[src/rtl/sobel_idx_pkg.sv]
package sobel_idx_pkg;
  localparam int TAPS  = 9;
  localparam int TAP_W = 4;

  typedef enum logic [2:0] {
    ST_IDLE, ST_PIX, ST_READ, ST_DRAIN, ST_FIN, ST_DONE
  } scan_state_e;

  // tap k scans the window row-major: dy = k/3 - 1, dx = k%3 - 1
  function automatic int tap_wx(input int k);
    int dx, dy;
    dx = (k % 3) - 1;
    dy = (k / 3) - 1;
    return dx * ((dy == 0) ? 2 : 1);
  endfunction

  function automatic int tap_wy(input int k);
    int dx, dy;
    dx = (k % 3) - 1;
    dy = (k / 3) - 1;
    return dy * ((dx == 0) ? 2 : 1);
  endfunction
endpackage

[src/rtl/sobel_win_addr.sv]
module sobel_win_addr
  import sobel_idx_pkg::*;
#(
  parameter int DIM_W  = 8,
  parameter int ADDR_W = 16
) (
  input  logic [ADDR_W-1:0] centre_i,
  input  logic [DIM_W-1:0]  width_i,
  input  logic [TAP_W-1:0]  tap_i,
  output logic [ADDR_W-1:0] addr_o
);
  logic [ADDR_W-1:0] w_ext;
  logic [ADDR_W-1:0] row_base;

  assign w_ext = ADDR_W'(width_i);

  always_comb begin
    if (tap_i < TAP_W'(3))      row_base = centre_i - w_ext;
    else if (tap_i < TAP_W'(6)) row_base = centre_i;
    else                        row_base = centre_i + w_ext;
    case (tap_i)
      TAP_W'(0), TAP_W'(3), TAP_W'(6): addr_o = row_base - 1'b1;
      TAP_W'(2), TAP_W'(5), TAP_W'(8): addr_o = row_base + 1'b1;
      default:                         addr_o = row_base;
    endcase
  end
endmodule

[src/rtl/sobel_grad_acc.sv]
module sobel_grad_acc
  import sobel_idx_pkg::*;
#(
  parameter int PIX_W  = 8,
  parameter int THRESH = 27
) (
  input  logic             clk_i,
  input  logic             rst_ni,
  input  logic             clr_i,
  input  logic             rd_i,
  input  logic [TAP_W-1:0] tap_i,
  input  logic [PIX_W-1:0] pix_i,
  output logic             edge_o
);
  localparam int ACC_W = PIX_W + 4;
  localparam logic [ACC_W-1:0] MAG_MAX = ACC_W'((1 << PIX_W) - 1);

  logic signed [ACC_W-1:0] wx_tab [TAPS];
  logic signed [ACC_W-1:0] wy_tab [TAPS];

  for (genvar k = 0; k < TAPS; k++) begin : g_wt
    assign wx_tab[k] = ACC_W'(tap_wx(k));
    assign wy_tab[k] = ACC_W'(tap_wy(k));
  end

  logic                    rd_q;
  logic [TAP_W-1:0]        tap_q;
  logic signed [ACC_W-1:0] gx_q, gy_q;
  logic signed [ACC_W-1:0] pix_s;

  assign pix_s = $signed({{(ACC_W-PIX_W){1'b0}}, pix_i});

  // data returns one cycle after the read strobe
  always_ff @(posedge clk_i or negedge rst_ni) begin
    if (!rst_ni) begin
      rd_q  <= 1'b0;
      tap_q <= '0;
      gx_q  <= '0;
      gy_q  <= '0;
    end else begin
      rd_q  <= rd_i;
      tap_q <= tap_i;
      if (clr_i) begin
        gx_q <= '0;
        gy_q <= '0;
      end else if (rd_q) begin
        gx_q <= gx_q + wx_tab[tap_q] * pix_s;
        gy_q <= gy_q + wy_tab[tap_q] * pix_s;
      end
    end
  end

  logic [ACC_W-1:0] ax, ay, msum;
  logic [PIX_W-1:0] mag;

  always_comb begin
    ax   = gx_q[ACC_W-1] ? ACC_W'(-gx_q) : ACC_W'(gx_q);
    ay   = gy_q[ACC_W-1] ? ACC_W'(-gy_q) : ACC_W'(gy_q);
    msum = (ax >> 2) + (ay >> 2);
    mag  = (msum > MAG_MAX) ? MAG_MAX[PIX_W-1:0] : msum[PIX_W-1:0];
  end

  assign edge_o = mag > PIX_W'(THRESH);
endmodule

[src/rtl/sobel_scan_ctrl.sv]
module sobel_scan_ctrl
  import sobel_idx_pkg::*;
#(
  parameter int DIM_W  = 8,
  parameter int ADDR_W = 16
) (
  input  logic              clk_i,
  input  logic              rst_ni,
  input  logic              start_i,
  input  logic [DIM_W-1:0]  width_i,
  input  logic [DIM_W-1:0]  height_i,
  input  logic              edge_i,
  output logic [TAP_W-1:0]  tap_o,
  output logic              rd_o,
  output logic              clr_o,
  output logic [ADDR_W-1:0] centre_o,
  output logic [DIM_W-1:0]  width_o,
  output logic              valid_o,
  output logic              bit_o,
  output logic              busy_o,
  output logic              done_o
);
  scan_state_e       state_q;
  logic [DIM_W-1:0]  w_q, h_q, row_q, col_q;
  logic [ADDR_W-1:0] centre_q;
  logic [TAP_W-1:0]  tap_q;
  logic              valid_q, bit_q, done_q;
  logic              interior, last_pix, adv;

  assign interior = (row_q != '0) && (col_q != '0) &&
                    (row_q != h_q - 1'b1) && (col_q != w_q - 1'b1);
  assign last_pix = (row_q == h_q - 1'b1) && (col_q == w_q - 1'b1);
  assign adv      = (state_q == ST_PIX && !interior) || (state_q == ST_FIN);

  always_ff @(posedge clk_i or negedge rst_ni) begin
    if (!rst_ni) begin
      state_q <= ST_IDLE;
      w_q     <= '0;
      h_q     <= '0;
      tap_q   <= '0;
      valid_q <= 1'b0;
      bit_q   <= 1'b0;
      done_q  <= 1'b0;
    end else begin
      valid_q <= 1'b0;
      done_q  <= 1'b0;
      case (state_q)
        ST_IDLE: if (start_i) begin
          w_q     <= width_i;
          h_q     <= height_i;
          state_q <= ST_PIX;
        end
        ST_PIX: if (interior) begin
          tap_q   <= '0;
          state_q <= ST_READ;
        end
        ST_READ: begin
          if (tap_q == TAP_W'(TAPS - 1)) state_q <= ST_DRAIN;
          else                           tap_q   <= tap_q + 1'b1;
        end
        ST_DRAIN: state_q <= ST_FIN;
        ST_DONE: begin
          done_q  <= 1'b1;
          state_q <= ST_IDLE;
        end
        default: ;
      endcase
      if (adv) begin
        valid_q <= 1'b1;
        bit_q   <= (state_q == ST_FIN) ? edge_i : 1'b0;
        state_q <= last_pix ? ST_DONE : ST_PIX;
      end
    end
  end

  // raster position and centre address
  always_ff @(posedge clk_i or negedge rst_ni) begin
    if (!rst_ni) begin
      row_q    <= '0;
      col_q    <= '0;
      centre_q <= '0;
    end else if (state_q == ST_IDLE) begin
      row_q    <= '0;
      col_q    <= '0;
      centre_q <= '0;
    end else if (adv && !last_pix) begin
      centre_q <= centre_q + 1'b1;
      if (col_q == w_q - 1'b1) begin
        col_q <= '0;
        row_q <= row_q + 1'b1;
      end else begin
        col_q <= col_q + 1'b1;
      end
    end
  end

  assign tap_o    = tap_q;
  assign rd_o     = (state_q == ST_READ);
  assign clr_o    = (state_q == ST_PIX) && interior;
  assign centre_o = centre_q;
  assign width_o  = w_q;
  assign valid_o  = valid_q;
  assign bit_o    = bit_q;
  assign busy_o   = (state_q != ST_IDLE);
  assign done_o   = done_q;
endmodule

[src/rtl/sobel_idx_edge.sv]
module sobel_idx_edge
  import sobel_idx_pkg::*;
#(
  parameter int PIX_W  = 8,
  parameter int DIM_W  = 8,
  parameter int ADDR_W = 16,
  parameter int THRESH = 27
) (
  input  logic              clk_i,
  input  logic              rst_ni,
  input  logic              start_i,
  input  logic [DIM_W-1:0]  width_i,
  input  logic [DIM_W-1:0]  height_i,
  output logic [ADDR_W-1:0] mem_addr_o,
  output logic              mem_rd_o,
  input  logic [PIX_W-1:0]  mem_data_i,
  output logic              edge_valid_o,
  output logic              edge_bit_o,
  output logic              busy_o,
  output logic              done_o
);
  logic [TAP_W-1:0]  tap;
  logic              rd, clr, edge_raw;
  logic [ADDR_W-1:0] centre;
  logic [DIM_W-1:0]  width_q;

  sobel_scan_ctrl #(.DIM_W(DIM_W), .ADDR_W(ADDR_W)) u_ctrl (
    .clk_i    (clk_i),
    .rst_ni   (rst_ni),
    .start_i  (start_i),
    .width_i  (width_i),
    .height_i (height_i),
    .edge_i   (edge_raw),
    .tap_o    (tap),
    .rd_o     (rd),
    .clr_o    (clr),
    .centre_o (centre),
    .width_o  (width_q),
    .valid_o  (edge_valid_o),
    .bit_o    (edge_bit_o),
    .busy_o   (busy_o),
    .done_o   (done_o)
  );

  sobel_win_addr #(.DIM_W(DIM_W), .ADDR_W(ADDR_W)) u_addr (
    .centre_i (centre),
    .width_i  (width_q),
    .tap_i    (tap),
    .addr_o   (mem_addr_o)
  );

  sobel_grad_acc #(.PIX_W(PIX_W), .THRESH(THRESH)) u_grad (
    .clk_i  (clk_i),
    .rst_ni (rst_ni),
    .clr_i  (clr),
    .rd_i   (rd),
    .tap_i  (tap),
    .pix_i  (mem_data_i),
    .edge_o (edge_raw)
  );

  assign mem_rd_o = rd;
endmodule

[config.mk]
export PLATFORM = sky130hd
export DESIGN_NAME = sobel_idx_edge
export DESIGN_NICKNAME = d
export VERILOG_FILES = /design/src/rtl/sobel_idx_pkg.sv /design/src/rtl/sobel_win_addr.sv /design/src/rtl/sobel_grad_acc.sv /design/src/rtl/sobel_scan_ctrl.sv /design/src/rtl/sobel_idx_edge.sv
export SDC_FILE = /design/constraint.sdc
export NUM_CORES = 1
export LEC_CHECK = 0
export BUFFER_PORTS_ARGS = -buffer_cell sky130_fd_sc_hd__buf_2
export CORE_ASPECT_RATIO = 1.25
export CORE_MARGIN = 2
export CORE_UTILIZATION = 56
export DETAILED_ROUTE_END_ITERATION = 6
export PLACE_DENSITY = 0.85
export SYNTH_ARGS = -nofsm -noshare
export SYNTH_HDL_FRONTEND = slang
export SYNTH_SLANG_ARGS = --single-unit
[constraint.sdc]
create_clock -name clk_i -period 7.4 [get_ports clk_i]
set_input_delay 1.48 -clock clk_i [delete_from_list [all_inputs] [get_ports clk_i]]
set_output_delay 1.48 -clock clk_i [all_outputs]
set_load 0.01 [all_outputs]
**Word-level counts from Yosys, hierarchy flattened**

Memory sizes are Yosys's and may differ from the RTL's.
Cells that the tools add are included.

- Bitwise gates (word level): 1
- Muxes and demuxes: 34
- Equal/unequal tests: 19
- Reductions and logical operators: 26
- Add/sub/neg operators: 15
- Magnitude comparators: 5
- $mul: 2

Operators by type and width:

| operator | number |
|---|---|
| $mux W12 | 10 |
| $mux W16 | 4 |
| $mux W8 | 7 |
| $add A16 B1 Y16 const B | 2 |
| $pmux W16 S2 | 1 |
| $add A12 B12 Y12 | 2 |
| $mul A12 B9 Y12 | 2 |
| $neg A12 Y12 | 2 |
| $add A16 B8 Y16 | 1 |
| $add A8 B1 Y8 const B | 2 |
| $eq A8 B8 Y1 | 2 |
| $ne A8 B8 Y1 | 2 |
| $reduce_bool A8 Y1 | 2 |
| $sub A16 B1 Y16 const B | 1 |
| $sub A16 B8 Y16 | 1 |
| $sub A8 B1 Y8 const B | 2 |
| $mux W3 | 5 |
| $pmux W3 S5 | 1 |
| $gt A12 B8 Y1 const B | 1 |
| $add A10 B10 Y11 | 1 |
| $eq A4 B2 Y1 const B | 2 |
| $eq A4 B3 Y1 const B | 2 |
| $gt A8 B5 Y1 const B | 1 |
| $mux W4 | 2 |
| other kinds (28) | 44 |

- Input port bits: 27
- Memory bits (read-only): 384
- Output and inout port bits: 21
- Word-level logic and storage cells: 118
- Memories: 2
- Flip-flop bits (word level): 87

Memories:

| name | words | bits a word | read ports | clocked after Yosys merged registers in | wr ports | RTL line | RTL |
|---|---|---|---|---|---|---|---|
| (no name shown) | 16 | 12 | 1 | 0 | 0 | sobel_grad_acc.sv:47 | `gx_q <= gx_q + wx_tab[tap_q] * pix_s;` |
| (no name shown) | 16 | 12 | 1 | 0 | 0 | sobel_grad_acc.sv:48 | `gy_q <= gy_q + wy_tab[tap_q] * pix_s;` |

**Depth between registers and ports, before layout**

- Word-level depth: 10
- Gate-level depth with buffers: 23
- Depth with buffers taken out: 23

**Modules after synthesis**

Synthesis repeated with hierarchy kept, for this count alone.

- Cells, all modules: 1252
- Area total of the unflattened synthesis: 10881.7 um^2

By module, submodules not included:

| module | cells an instance | area each (um^2) | sequential area each (um^2) | instances |
|---|---|---|---|---|
| sobel_grad_acc | 622 | 5427.7 | 725.7 | 1 |
| sobel_scan_ctrl | 353 | 3437.0 | 1451.4 | 1 |
| sobel_win_addr | 277 | 2016.9 | 0.0 | 1 |

**Worst setup path before layout**

Ideal clock, no wire load.

- Path kind: register -> output
- Start: reg u_ctrl.centre_q[0], in the netlist u_ctrl.centre_o[0]
- End: out mem_addr_o[14]
- Arrival time: 4.415 ns
- Setup slack: 1.505 ns
- Cell stages (with the launch flop): 21
- Data required time: 5.920 ns
- Path buffers: 1
- Path through: dfrtp_1 clkbuf_1 inv_1 ha_1 inv_1 fa_1 a21o_1 a21o_1 a21o_1 nand2_1 nand2b_1 a221o_1 a22o_1 ha_1 a21o_1 a2111o_1 a31o_2 a221oi_1 nor2b_1 mux2i_1 a211o_1

- Word-level cells in the longest chain between the ends: 5
- Elaborated cells between the ends (all ways): 7
- Those cells by class: add/sub (4); mux (3)

RTL lines:

| what | RTL line | RTL |
|---|---|---|
| start: declaration | sobel_scan_ctrl.sv:25 | `logic [ADDR_W-1:0] centre_q;` |
| start signal: assignment | sobel_scan_ctrl.sv:87 | `centre_q <= centre_q + 1'b1;` |
| $add A16 B8 Y16 | sobel_win_addr.sv:20 | `else row_base = centre_i + w_ext;` |
| $mux W16 | sobel_win_addr.sv:19 | `else if (tap_i < TAP_W'(6)) row_base = centre_i;` |
| $mux W16 (*) | sobel_win_addr.sv:18 | `if (tap_i < TAP_W'(3)) row_base = centre_i - w_ext;` |
| $add A16 B1 Y16 or $sub A16 B1 Y16 (tied branches) | sobel_win_addr.sv:23, sobel_win_addr.sv:22 |  |
| $pmux W16 S2 (*) | sobel_win_addr.sv:21 | `case (tap_i)` |
| end: declaration | sobel_idx_edge.sv:14 | `output logic [ADDR_W-1:0] mem_addr_o,` |

Mark *: on every way between the ends. The rest lies on a longest branch, timed or not.

**Worst setup path in the final report**

- Start: reg u_ctrl.centre_q[0], in the netlist u_ctrl.centre_o[0]
- End: out mem_addr_o[15]

The elaborated chain is that of the path after synthesis.

==> qor.txt <==
status - finished clean
clk_lat worst skew - 0.35 ns
dpl hpwl - 17,800 µm
initial antenna violation count - 0
Mean Syn Cell Area - 8.46 µm²
DP Area - 10,900 µm²
vias in the first global route - 8,765
final worst-path cycle share - 90.3%
routed len/inst - 14.9 µm
number of I/O pins - 48
# rows - 56
CP startpoint kind - flop
Hold EP - u_grad.tap_q[0]$_DFF_PN0_
Core Area - 18,600 µm²
max cap viols - 0
R2R Setup Slk - 1.46 ns
Die W - 126 µm
Detailed Route Iter0 Violations - 528
RSZ-0062 raised after global routing - no
Arr. time, crit path - 5.20 ns
fin area - 11,200 µm²
#FFs+latches synth - 87
hold depth - 0
layout cell share with drive strength beyond 1 - 8.23%
Worst Reg2Reg Path Length in Cells - 22
drt drc - 0
ANT nets after route - 0
Top FF cell, synth - dfrtp_1
worst path cell trace - inv_1 -> ha_1 -> inv_1 -> fa_1 -> a21o_1 -> a21o_1 -> a21o_1 -> nand2_1 -> nand2b_1 -> a221o_1 -> a22o_1 -> ha_1 -> a21oi_1 -> nand2_1 -> or3_1 -> o21ai_0 -> nand3_1 -> and3_1 -> a21oi_1 -> o21ai_0 -> a211oi_1 -> buf_2
GRT overflow - 0
pre-CTS WS - 1.12 ns
n_diodes - 0
slowest stage delay, CP - 0.51 ns
post-CTS setup buffers - 0
top cells by area, synth - dfrtp_1, ha_1, fa_1
first-pass GRT wire length - 39,300 µm
EDFF count, synth - 0
PortBufs - 47
critical path class - flop to output port
CTS tree - yes
clock buffer count from CTS - 9
vias per cell - 5.73
Total Routed Length - 22,500 µm
leading cell type in the layout, fill and taps excluded - inv_1
Final WS setup - 0.720 ns
Total Routing Usage GR - 23.4%
Synthesized Nets - 1,451
total number of vias - 8,641
Reg-to-Reg Start - u_grad.tap_q[0]$_DFF_PN0_
PwrDens - 200 nW/µm²
Max stage delay cell, worst path - dfrtp_1
nets - 1,481
clock sinks - 87
Leak - 5.45 nW
WP buf/inv - 3
asr flop ratio synth - 100%
Synth top area share - 20.7%
Resize count post-CTS - 0
M1 WL - 9490 µm
Die Y-Extent - 157 µm
Hold WC Path Type - flop to flop
pin count of the biggest net entering global routing - 80
wire length on met3 - 779 µm
sequential element share of the synthesized area - 20.7%
highest routed layer - met4
commonest non-fill, non-tap cells in the layout - inv_1, ha_1, nand2_1, nor2_1, dfrtp_1
CP Data Required Time - 5.92 ns
Rel. slew slack - 31.9%
# hold bufs at CTS - 0
Peak Freq - 0.150 GHz
root buffer cell - clkbuf_16
H-Tree Depth - 3
Netlist cell types - 80
Worst-Margin Slew - 1.02 ns
endpoint class of the critical path - output port
GP Congestion - 0.918
final hold vios - 0
Overall Power - 2.24 mW
Crit path top cell by count - a21o_1
Slew Limit Fails - 0
Syn. warnings - 0
worst IR drop on VDD - 0.167 mV
clk slew on worst S/H paths - 0.07 ns
area of the die - 19,900 µm²
setup TNS - 0 ns
setup violators final - 0
Max Buffers Root-to-Sink - 2
skew final - 0.00881 ns
DRT Pass-1 Iters - 5
Worst Setup SP - u_ctrl.centre_o[0]$_DFFE_PN0P_
Cell Area, Synth - 10,500 µm²
crit-path leading delay family - compound AO/OA/AOI/OAI gates
Cells after Synth - 1,242
leading area contributor after synthesis - dfrtp_1
Final min period - 6.68 ns
Initial Util - 56.6%
WHS - 0.540 ns
area delta synth->final - 6.73%
wire length on met2 - 11,700 µm
Reg2Reg Capture Point - u_grad.gx_q[11]$_DFFE_PN0P_
Worst Path Max Fanout - 11
min-delay src - u_ctrl.tap_o[0]$_DFFE_PN0P_
-- final cells by class --
class                      count  area [µm²]
multi-input combinational    940        7490
fill                        1567        7360
sequential                    87        2180
inverter                     178         668
timing repair buffer          56         305
tap                          232         290
clock buffer                  10         239
clock inverter                 5        38.8
-- metrics by stage --
stage               utilization [%]  instances
global placement               58.9       1493
finish                         60.4       1508
global route                   60.4       1508
detailed placement             58.9       1493
floorplan                         -       1242
CTS                            60.4       1508
-- sequential cells by signal (all words and copies together), names as in the netlist --
name,cells
u_ctrl.tap_o,4
u_ctrl.col_q,8
u_grad.rd_q,1
u_ctrl.row_q,8
u_ctrl.centre_o,16
u_ctrl.valid_o,1
u_ctrl.h_q,8
u_ctrl.bit_o,1
u_grad.gx_q,12
u_grad.tap_q,4
u_ctrl.done_o,1
u_ctrl.width_o,8
u_grad.gy_q,12
u_ctrl.state_q,3
-- cell families after synthesis --
family | Yosys count | synth area share, %
simple gates | 388 | 18.2
compound gates | 232 | 14.6
buf+inv | 215 | 7.99
fa+ha+maj | 182 | 26.4
xor+xnor | 102 | 8.51
flops | 87 | 20.7
mux | 36 | 3.56
-- worst register-to-register path, stage by stage (launching register included) --
cell	delay, ns
dfrtp_1	0.40
inv_1	0.06
ha_1	0.31
mux2i_1	0.07
nor2_1	0.39
nand2_1	0.18
inv_1	0.14
fa_1	0.50
inv_1	0.20
fa_1	0.55
fa_1	0.57
inv_1	0.06
fa_1	0.54
inv_1	0.07
fa_1	0.51
inv_1	0.04
ha_1	0.34
nand3_1	0.11
a21oi_1	0.06
o31a_1	0.28
o21ai_0	0.21
xor2_1	0.17
nor2_1	0.05
-- worst max path at each step --
stage | cells after the start | end
global route | 22 | mem_addr_o[15]
floorplan | 20 | mem_addr_o[14]
global placement | 18 | u_grad.gx_q[11]$_DFFE_PN0P_
detailed placement | 18 | u_grad.gy_q[11]$_DFFE_PN0P_
finish | 22 | mem_addr_o[15]
CTS | 22 | mem_addr_o[15]
-- per-layer routing --
| layer | track usage (%) | vias up |
|---|---|---|
| li1 | - | 4249 |
| met4 | 7.22 | 0 |
| met3 | 2.41 | 46 |
| met5 | 0 | - |
| met2 | 43.0 | 173 |
| met1 | 28.9 | 4173 |
-- synthesized netlist by cell type (26+ instances only) --
cell type	number
inv_1	178
ha_1	116
nand2_1	108
nor2_1	98
dfrtp_1	87
xnor2_1	73
fa_1	66
o21ai_0	66
a21oi_1	56
xor2_1	29
clkbuf_1	28
nor2b_1	27
nor3_1	26
-- power breakdown --
| part | internal (mW) | switching [mW] |
|---|---|---|
| sequential | 0.475 | 0 |
| clock | 0.238 | 0.199 |
| combinational | 0.585 | 0.745 |
| total | 1.30 | 0.944 |
(Power assumes the default switching activity.)
